`src/rtl/brerr_pkg.sv`:
```
package brerr_pkg;
    localparam int REG_W  = 16;
    localparam int ADDR_W = 2;
    localparam int BR_N   = 3;
    localparam int SB_N   = 3;
    localparam int LOW_N  = (BR_N > SB_N) ? BR_N : SB_N;

    localparam logic [ADDR_W-1:0] ADDR_BRIDGE = 2'd0;
    localparam logic [ADDR_W-1:0] ADDR_SBUS   = 2'd1;

    localparam int BIT_DPE = 0;
    localparam int BIT_SSE = 1;
    localparam int BIT_RMA = 2;

    typedef struct packed {
        logic data_perr;
        logic mst_err;
    } side_ev_t;

    function automatic logic [REG_W-1:0] widen(input logic [LOW_N-1:0] v);
        logic [REG_W-1:0] r;
        r = '0;
        r[LOW_N-1:0] = v;
        return r;
    endfunction
endpackage

```
`src/rtl/brerr_class.sv`:
```
module brerr_class #(
    parameter int N = 2
) (
    input  logic [N-1:0] ev,
    input  logic [N-1:0] en,
    output logic         hit
);
    assign hit = |(ev & en);
endmodule

```
`src/rtl/brerr_w1c.sv`:
```
module brerr_w1c #(
    parameter int N = 3
) (
    input  logic         clk,
    input  logic         rst,
    input  logic [N-1:0] set,
    input  logic [N-1:0] clr,
    output logic [N-1:0] q
);
    for (genvar i = 0; i < N; i++) begin : g_bit
        always_ff @(posedge clk) begin
            if (rst)
                q[i] <= 1'b0;
            else if (set[i])
                q[i] <= 1'b1;
            else if (clr[i])
                q[i] <= 1'b0;
        end
    end
endmodule

```
`src/rtl/brerr_regif.sv`:
```
module brerr_regif
    import brerr_pkg::*;
(
    input  logic              rd,
    input  logic              wr,
    input  logic [ADDR_W-1:0] addr,
    input  logic [REG_W-1:0]  wdata,
    input  logic [BR_N-1:0]   br_q,
    input  logic [SB_N-1:0]   sb_q,
    output logic [REG_W-1:0]  rdata,
    output logic [BR_N-1:0]   br_clr,
    output logic [SB_N-1:0]   sb_clr
);
    logic unused_hi;
    assign unused_hi = ^wdata[REG_W-1:LOW_N];

    always_comb begin
        rdata = '0;
        if (rd) begin
            if (addr == ADDR_BRIDGE)
                rdata = widen(LOW_N'(br_q));
            else if (addr == ADDR_SBUS)
                rdata = widen(LOW_N'(sb_q));
        end
    end

    always_comb begin
        br_clr = '0;
        sb_clr = '0;
        if (wr && addr == ADDR_BRIDGE)
            br_clr = wdata[BR_N-1:0];
        if (wr && addr == ADDR_SBUS)
            sb_clr = wdata[SB_N-1:0];
    end
endmodule

```
`src/rtl/bridge_err_agg.sv`:
```
module bridge_err_agg
    import brerr_pkg::*;
(
    input  logic              clk,
    input  logic              rst,
    input  logic              pri_data_perr,
    input  logic              pri_mst_err,
    input  logic              pri_mabort,
    input  logic              sec_data_perr,
    input  logic              sec_mst_err,
    input  logic [SB_N-1:0]   sbus_err,
    input  logic              cfg_pri_perr_en,
    input  logic              cfg_sec_perr_en,
    input  logic [SB_N-1:0]   cfg_sbus_en,
    input  logic              cfg_serr_en,
    input  logic [ADDR_W-1:0] reg_addr,
    input  logic              reg_rd,
    output logic [REG_W-1:0]  reg_rdata,
    input  logic              reg_wr,
    input  logic [REG_W-1:0]  reg_wdata,
    output logic              serr_o
);
    side_ev_t pri_ev, sec_ev;
    assign pri_ev = '{data_perr: pri_data_perr, mst_err: pri_mst_err};
    assign sec_ev = '{data_perr: sec_data_perr, mst_err: sec_mst_err};

    logic pri_hit, sec_hit, sb_hit, serr_next;

    brerr_class #(.N(2)) u_pri (
        .ev (pri_ev),
        .en ({2{cfg_pri_perr_en}}),
        .hit(pri_hit)
    );
    brerr_class #(.N(2)) u_sec (
        .ev (sec_ev),
        .en ({2{cfg_sec_perr_en}}),
        .hit(sec_hit)
    );
    brerr_class #(.N(SB_N)) u_sbus (
        .ev (sbus_err),
        .en (cfg_sbus_en),
        .hit(sb_hit)
    );

    assign serr_next = cfg_serr_en & (pri_hit | sec_hit | sb_hit);

    always_ff @(posedge clk) begin
        if (rst)
            serr_o <= 1'b0;
        else
            serr_o <= serr_next;
    end

    logic [BR_N-1:0] br_set, br_clr, br_q;
    logic [SB_N-1:0] sb_clr, sb_q;

    always_comb begin
        br_set          = '0;
        br_set[BIT_DPE] = pri_data_perr;
        br_set[BIT_SSE] = serr_next;
        br_set[BIT_RMA] = pri_mabort;
    end

    brerr_w1c #(.N(BR_N)) u_br_st (
        .clk(clk), .rst(rst), .set(br_set), .clr(br_clr), .q(br_q)
    );
    brerr_w1c #(.N(SB_N)) u_sb_st (
        .clk(clk), .rst(rst), .set(sbus_err), .clr(sb_clr), .q(sb_q)
    );

    brerr_regif u_regif (
        .rd    (reg_rd),
        .wr    (reg_wr),
        .addr  (reg_addr),
        .wdata (reg_wdata),
        .br_q  (br_q),
        .sb_q  (sb_q),
        .rdata (reg_rdata),
        .br_clr(br_clr),
        .sb_clr(sb_clr)
    );
endmodule

```
`config.mk`:
```
export PLATFORM = sky130hd
export DESIGN_NAME = bridge_err_agg
export DESIGN_NICKNAME = d
export VERILOG_FILES = /design/src/rtl/brerr_pkg.sv /design/src/rtl/brerr_class.sv /design/src/rtl/brerr_w1c.sv /design/src/rtl/brerr_regif.sv /design/src/rtl/bridge_err_agg.sv
export SDC_FILE = /design/constraint.sdc
export NUM_CORES = 1
export LEC_CHECK = 0
export BUFFER_PORTS_ARGS = -buffer_cell sky130_fd_sc_hd__buf_2
export CORE_UTILIZATION = 33
export CTS_BUF_LIST = sky130_fd_sc_hd__clkbuf_8
export CTS_CLUSTER_DIAMETER = 40
export CTS_CLUSTER_SIZE = 10
export DETAILED_ROUTE_END_ITERATION = 12
export PLACE_DENSITY = 0.8
export RECOVER_POWER = 100
export SYNTH_ARGS = -nofsm -noshare
export SYNTH_HDL_FRONTEND = slang
export SYNTH_SLANG_ARGS = --single-unit
```
`constraint.sdc`:
```
create_clock -name clk -period 1.14 [get_ports clk]
set_input_delay 0.285 -clock clk [delete_from_list [all_inputs] [get_ports clk]]
set_output_delay 0.285 -clock clk [all_outputs]
set_load 0.02 [all_outputs]
```
==> out/results.tsv, run 1 <==
stage	metric	value	unit
detailed_routing	avgRoutedWirePerCell	8.98	µm
yosys	synth.top_cell.area_share	31.4	%
yosys	yosys_register_bits	7	
floorplan	chipWidth	38.8	µm
setup_path	setup.worst_path.start_class	flop	
setup_path	path_class	reg2out	
setup_path	worstPathRequired	850	ps
yosys	synthAdderAreaFrac	0	%
run	drv_cap	0	
yosys	syn_inst	53	
floorplan	rows	12	
power_and_ir_drop	power_density	1270	nW/µm²
clock_network	cts_tree	done	
clock_network	clkSinkCount	7	
timing	setup_violations	0	
clock_network	htreeDepth	1	
yosys	yosysWarnings	0	
finish	ff_latch_area	141	µm²
power_and_ir_drop	peakVddDrop	0.000663	V
timing	fin_crit	1140	ps
finish	syn_to_final_growth	32.8	%
grt	antenna_found_initial	0	
floorplan	die_h	38.8	µm
clock_network	clk_pin_slew	40	ps
placement	placed_area	544	µm²
floorplan	core	1190	µm²
placement	numPortBuffers	26	
detailed_routing	firstDrtPassIters	4	
finish	final_common_cell	buf_2	
detailed_routing	drt_iter0_drc	3	
floorplan	io_pins	53	
setup_path	crit_start	u_br_st.q[0]$_SDFFE_PP0P_	
yosys	synth_top_family_by_area	buffers and inverters	
clock_network	hold_buffers	0	
grt	grt_max_degree	10	
grt	grt_pass1_wl	1420	µm
yosys	ys_types	16	
timing	hold_viol_final	0	
timing	skew	0	ps
clock_network	postCtsResizedCells	2	
yosys	netlist_area	447	µm²
detailed_routing	ant_nets	0	
detailed_routing	dr_total_vias	434	
floorplan	start_util	37.7	%
detailed_routing	vias_per_cell	4.52	
timing	slew_viol_final	0	
finish	final_nets	119	
yosys	synth_seq_area_share	31.4	%
placement	dp_hpwl	768	µm
yosys	synth_top_cell_by_area	dfxtp_1	
yosys	yosys-top-cells-area	dfxtp_1 31%, buf_4 22%, nor2_1 7.6%, nand4bb_1 7.6%, mux2i_1 6.7%	
clock_network	cts_buffers	3	
timing	max_freq	879	MHz
detailed_routing	drt-total-wl	862	µm
detailed_routing	drc_errors	0	
clock_network	clock_latency	220	ps
yosys	synthXorXnorAreaFrac	0	%
timing	setup_tns	0	ps
yosys	synth-simple-area-share	23.2	%
min_path	hold_path.class	in2reg	
grt	grt_pass1_vias	396	
floorplan	dieArea	1500	µm²
setup_path	r2r_slack	550	ps
grt	track_usage	14.0	%
clock_network	clock_path_buffers	2	
timing	finalCritPeriodShare	99.8	%
min_path	holdCritStartpoint	pri_mabort	
timing	rsz0062_at_grt	yes	
clock_network	post_cts_buffers	0	
finish	layout-drive-gt1-share	37.8	%
status	status	completed	
finish	multiInputGateArea	241	µm²
power_and_ir_drop	leakage	0.306	nW
yosys	synthMuxAreaShare	6.72	%
yosys	postSynthAreaPerCell	8.43	µm²
setup_path	cp_data_arrival_time	850	ps
finish	postLayoutCellArea	593	µm²
grt	gr-total-overflow	0	
setup_path	cp_max_fo	2	
placement	routabilityCongestion	0.683	
yosys	synth-compound-area-share	14.0	%
setup_path	r2r_start	u_br_st.q[0]$_SDFFE_PP0P_	
finish	fill_cells	125	
setup_path	cp-end-kind	primary output	
finish	diodes	0	
clock_network	cts_root_buf	clkbuf_8	
finish	final_cell_mix	22 x buf_2, 13 x conb_1, 9 x nor2_1, 6 x a21oi_1, 6 x dfxtp_1	
==> worst max-delay path: stages (launching register included) <==
cell and delay [ps]:
dfxtp_1 310, mux2i_1 120, nor2_1 50, buf_4 150
==> final timing paths <==
check / end / cells past startpoint
setup / recovery: reg_rdata[0] / 3
hold / removal: u_br_st.q[2]$_SDFFE_PP0P_ / 3
setup reg to reg: u_br_st.q[0]$_SDFFE_PP0P_ / 2
hold reg to reg: u_br_st.q[1]$_SDFFE_PP0P_ / 2
==> report_power, final <==
group,switching (mW),internal (mW)
logic,0.0908,0.0627
clock network,0.0945,0.232
registers,0.00764,0.265
total,0.193,0.559
==> metal layers <==
layer / global-route usage, % / share of wire [%] / routed length [µm]
met1: 13.6 / 39 / 337
met2: 25.8 / 52 / 444
met3: 2.31 / 8.0 / 69
met4: 10.3 / 1.2 / 10
met5: 0 / 0 / 0
==> logic make-up after synthesis <==
group	Yosys count
AOI/OAI and AO/OA	10
buffers and inverters	15
DFF	7
muxes	3
other	1
and+or+nand+nor	17
==> flip-flops by register name, summed over array words and instances, names as in the netlist <==
register and flops:
u_br_st.q 3, u_sb_st.q 3, serr_o 1
==> metrics by stage <==
step                      total power, mW  hold slack, ps  setup slack (ps)  instances  util (%)
after global routing                0.792             300             -53.0         96      50.0
after global placement              0.426             459             -13.8         92      45.9
after detailed placement            0.430             463             -7.60         92      45.9
after CTS                           0.763             281             -3.80         96      50.1
final                               0.752             277              2.68         96      50.0
after floorplan                     0.403             347              14.1         65         -
==> synthesized netlist by cell type, drive strengths merged <==
| cell type | n |
|---|---|
| a21oi | 6 |
| a222oi | 1 |
| a31o | 1 |
| buf | 14 |
| conb | 1 |
| dfxtp | 7 |
| inv | 1 |
| mux2i | 3 |
| nand2 | 1 |
| nand2b | 1 |
| nand4b | 3 |
| nand4bb | 3 |
| nor2 | 9 |
| o21ai | 2 |
==> layout make-up <==
cell class	instances	area share, %
flip-flops and latches	7	23.8
inverters	1	0.633
well taps	14	2.95
multi-input cells	43	40.7
clock buffers	3	6.96
clock inverters	1	0.633
repair buffers	27	24.3
No activity file was read; power rests on OpenSTA's default activity.
==> inputs of run 2 (changes only) <==
--- a/config.mk
+++ b/config.mk
@@ -12,7 +12,6 @@
 export CTS_CLUSTER_SIZE = 10
 export DETAILED_ROUTE_END_ITERATION = 12
 export PLACE_DENSITY = 0.8
-export RECOVER_POWER = 100
 export SYNTH_ARGS = -nofsm -noshare
 export SYNTH_HDL_FRONTEND = slang
 export SYNTH_SLANG_ARGS = --single-unit
==> run 2 against run 1 <==
  * Critical path type unchanged
  * Final cell count unchanged
  * Critical endpoint unchanged
  * Largest power group unchanged
  * Die area unchanged
  * Largest cell class unchanged
  * Combinational power about the same
==> out/results.tsv, run 2 (synthesis results as in run 1) <==
stage	metric	value	unit
timing	fin_crit	1140	ps
run	drv_cap	0	
timing	skew	0	ps
placement	placed_area	544	µm²
timing	slew_viol_final	0	
finish	diodes	0	
clock_network	clk_pin_slew	40	ps
clock_network	clock_latency	220	ps
setup_path	worstPathRequired	850	ps
floorplan	rows	12	
status	status	completed	
clock_network	postCtsResizedCells	2	
power_and_ir_drop	clockPowerShare	43.2	%
clock_network	clkSinkCount	7	
clock_network	cts_buffers	3	
setup_path	cp_data_arrival_time	850	ps
detailed_routing	ant_nets	0	
power_and_ir_drop	power_switching	194	µW
clock_network	hold_buffers	0	
timing	hold_viol_final	0	
clock_network	clock_path_buffers	2	
power_and_ir_drop	p_comb_share	20.7	%
setup_path	cp-end-kind	primary output	
grt	grt_pass1_wl	1420	µm
grt	grt_max_degree	10	
clock_network	post_cts_buffers	0	
finish	top_regs	u_br_st.q: 3 flops, u_sb_st.q: 3 flops, serr_o: 1 flops	
placement	numPortBuffers	26	
detailed_routing	drt-total-wl	865	µm
clock_network	htreeDepth	1	
detailed_routing	drt_iter0_drc	5	
setup_path	cp_max_fo	2	
power_and_ir_drop	peakVddDrop	0.000664	V
finish	final_common_cell	buf_2	
power_and_ir_drop	internal_power	561	µW
finish	layout-drive-gt1-share	40.2	%
timing	rsz0062_at_grt	yes	
floorplan	dieArea	1500	µm²
placement	routabilityCongestion	0.683	
power_and_ir_drop	switching_share	25.8	%
min_path	hold_path.class	in2reg	
timing	setup_violations	0	
floorplan	io_pins	53	
detailed_routing	avgRoutedWirePerCell	9.01	µm
power_and_ir_drop	power_density	1260	nW/µm²
timing	finalCritPeriodShare	99.8	%
timing	setup_slack	2.62	ps
grt	gr-total-overflow	0	
clock_network	cts_root_buf	clkbuf_8	
floorplan	core	1190	µm²
setup_path	path_class	reg2out	
finish	fill_cells	124	
detailed_routing	firstDrtPassIters	4	
finish	final_cell_mix	23 x buf_2, 13 x conb_1, 9 x nor2_1, 6 x dfxtp_1, 5 x a21oi_1	
placement	pre_cts_ws	-7.60	ps
power_and_ir_drop	leakage	0.310	nW
timing	max_freq	879	MHz
detailed_routing	vias_per_cell	4.56	
timing	hold-worst-slack	277	ps
placement	dp_hpwl	768	µm
clock_network	cts_tree	done	
finish	postLayoutCoreUtil	50.4	%
finish	final_nets	119	
power_and_ir_drop	seqPwrFrac	36.1	%
grt	track_usage	14.0	%
finish	postLayoutCellArea	598	µm²
floorplan	die_h	38.8	µm
floorplan	start_util	37.7	%
grt	antenna_found_initial	0	
setup_path	setup.worst_path.start_class	flop	
floorplan	chipWidth	38.8	µm
finish	syn_to_final_growth	33.9	%
detailed_routing	dr_total_vias	438	
grt	grt_pass1_vias	396	
detailed_routing	drc_errors	0	
run 2: changes by cell type in the layout (fill, tap and decap cells not counted), sizes merged:
| cell | previous run | this run |
|---|---|---|
| clkbuf | 4 | 3 |
| buf | 26 | 27 |
run 2: cell type report:
type / count / area [µm²] / area share, %
inverters: 1 / 3.75 / 0.628
clock inverters: 1 / 3.75 / 0.628
flip-flops and latches: 7 / 141 / 23.6
well taps: 14 / 17.5 / 2.93
repair buffers: 27 / 145 / 24.3
multi-input cells: 43 / 245 / 41.0
clock buffers: 3 / 41.3 / 6.90
run 2: per-stage QoR:
stage          instances  total power, mW  TNS [ps]
2_1_floorplan         65            0.403         0
3_3_place_gp          92            0.426     -15.4
3_5_place_dp          92            0.430     -19.9
4_1_cts               96            0.763     -6.93
5_1_grt               96            0.794      -147
6_report              96            0.755         0
run 2: power by group through the flow:
stage | clock network (mW) | registers (mW) | logic [mW]
2_1_floorplan | 0 | 0.277 | 0.126
3_3_place_gp | 0 | 0.275 | 0.151
3_5_place_dp | 0 | 0.276 | 0.154
4_1_cts | 0.334 | 0.272 | 0.156
5_1_grt | 0.346 | 0.274 | 0.175
6_report | 0.326 | 0.272 | 0.156
run 2: final timing paths:
check | startpoint | slack, ps | end | cells past startpoint
max | u_br_st.q[0]$_SDFFE_PP0P_ | 3 | reg_rdata[0] | 3
min | pri_mabort | 280 | u_br_st.q[2]$_SDFFE_PP0P_ | 3
max reg2reg | u_br_st.q[0]$_SDFFE_PP0P_ | 550 | u_br_st.q[0]$_SDFFE_PP0P_ | 2
min reg2reg | u_br_st.q[1]$_SDFFE_PP0P_ | 470 | u_br_st.q[1]$_SDFFE_PP0P_ | 2
run 2: worst max-delay path, stage by stage (launching register included):
cell	delay (ps)
dfxtp_1	310
mux2i_1	120
nor2_1	50
buf_4	150
run 2: metal layers:
layer,part of all wire [%],vias to the layer above,track usage (%)
met4,1.2,0,10.3
met2,52,25,25.8
met1,39,191,13.6
met3,7.9,2,2.31
li1,-,220,-
met5,0,-,0
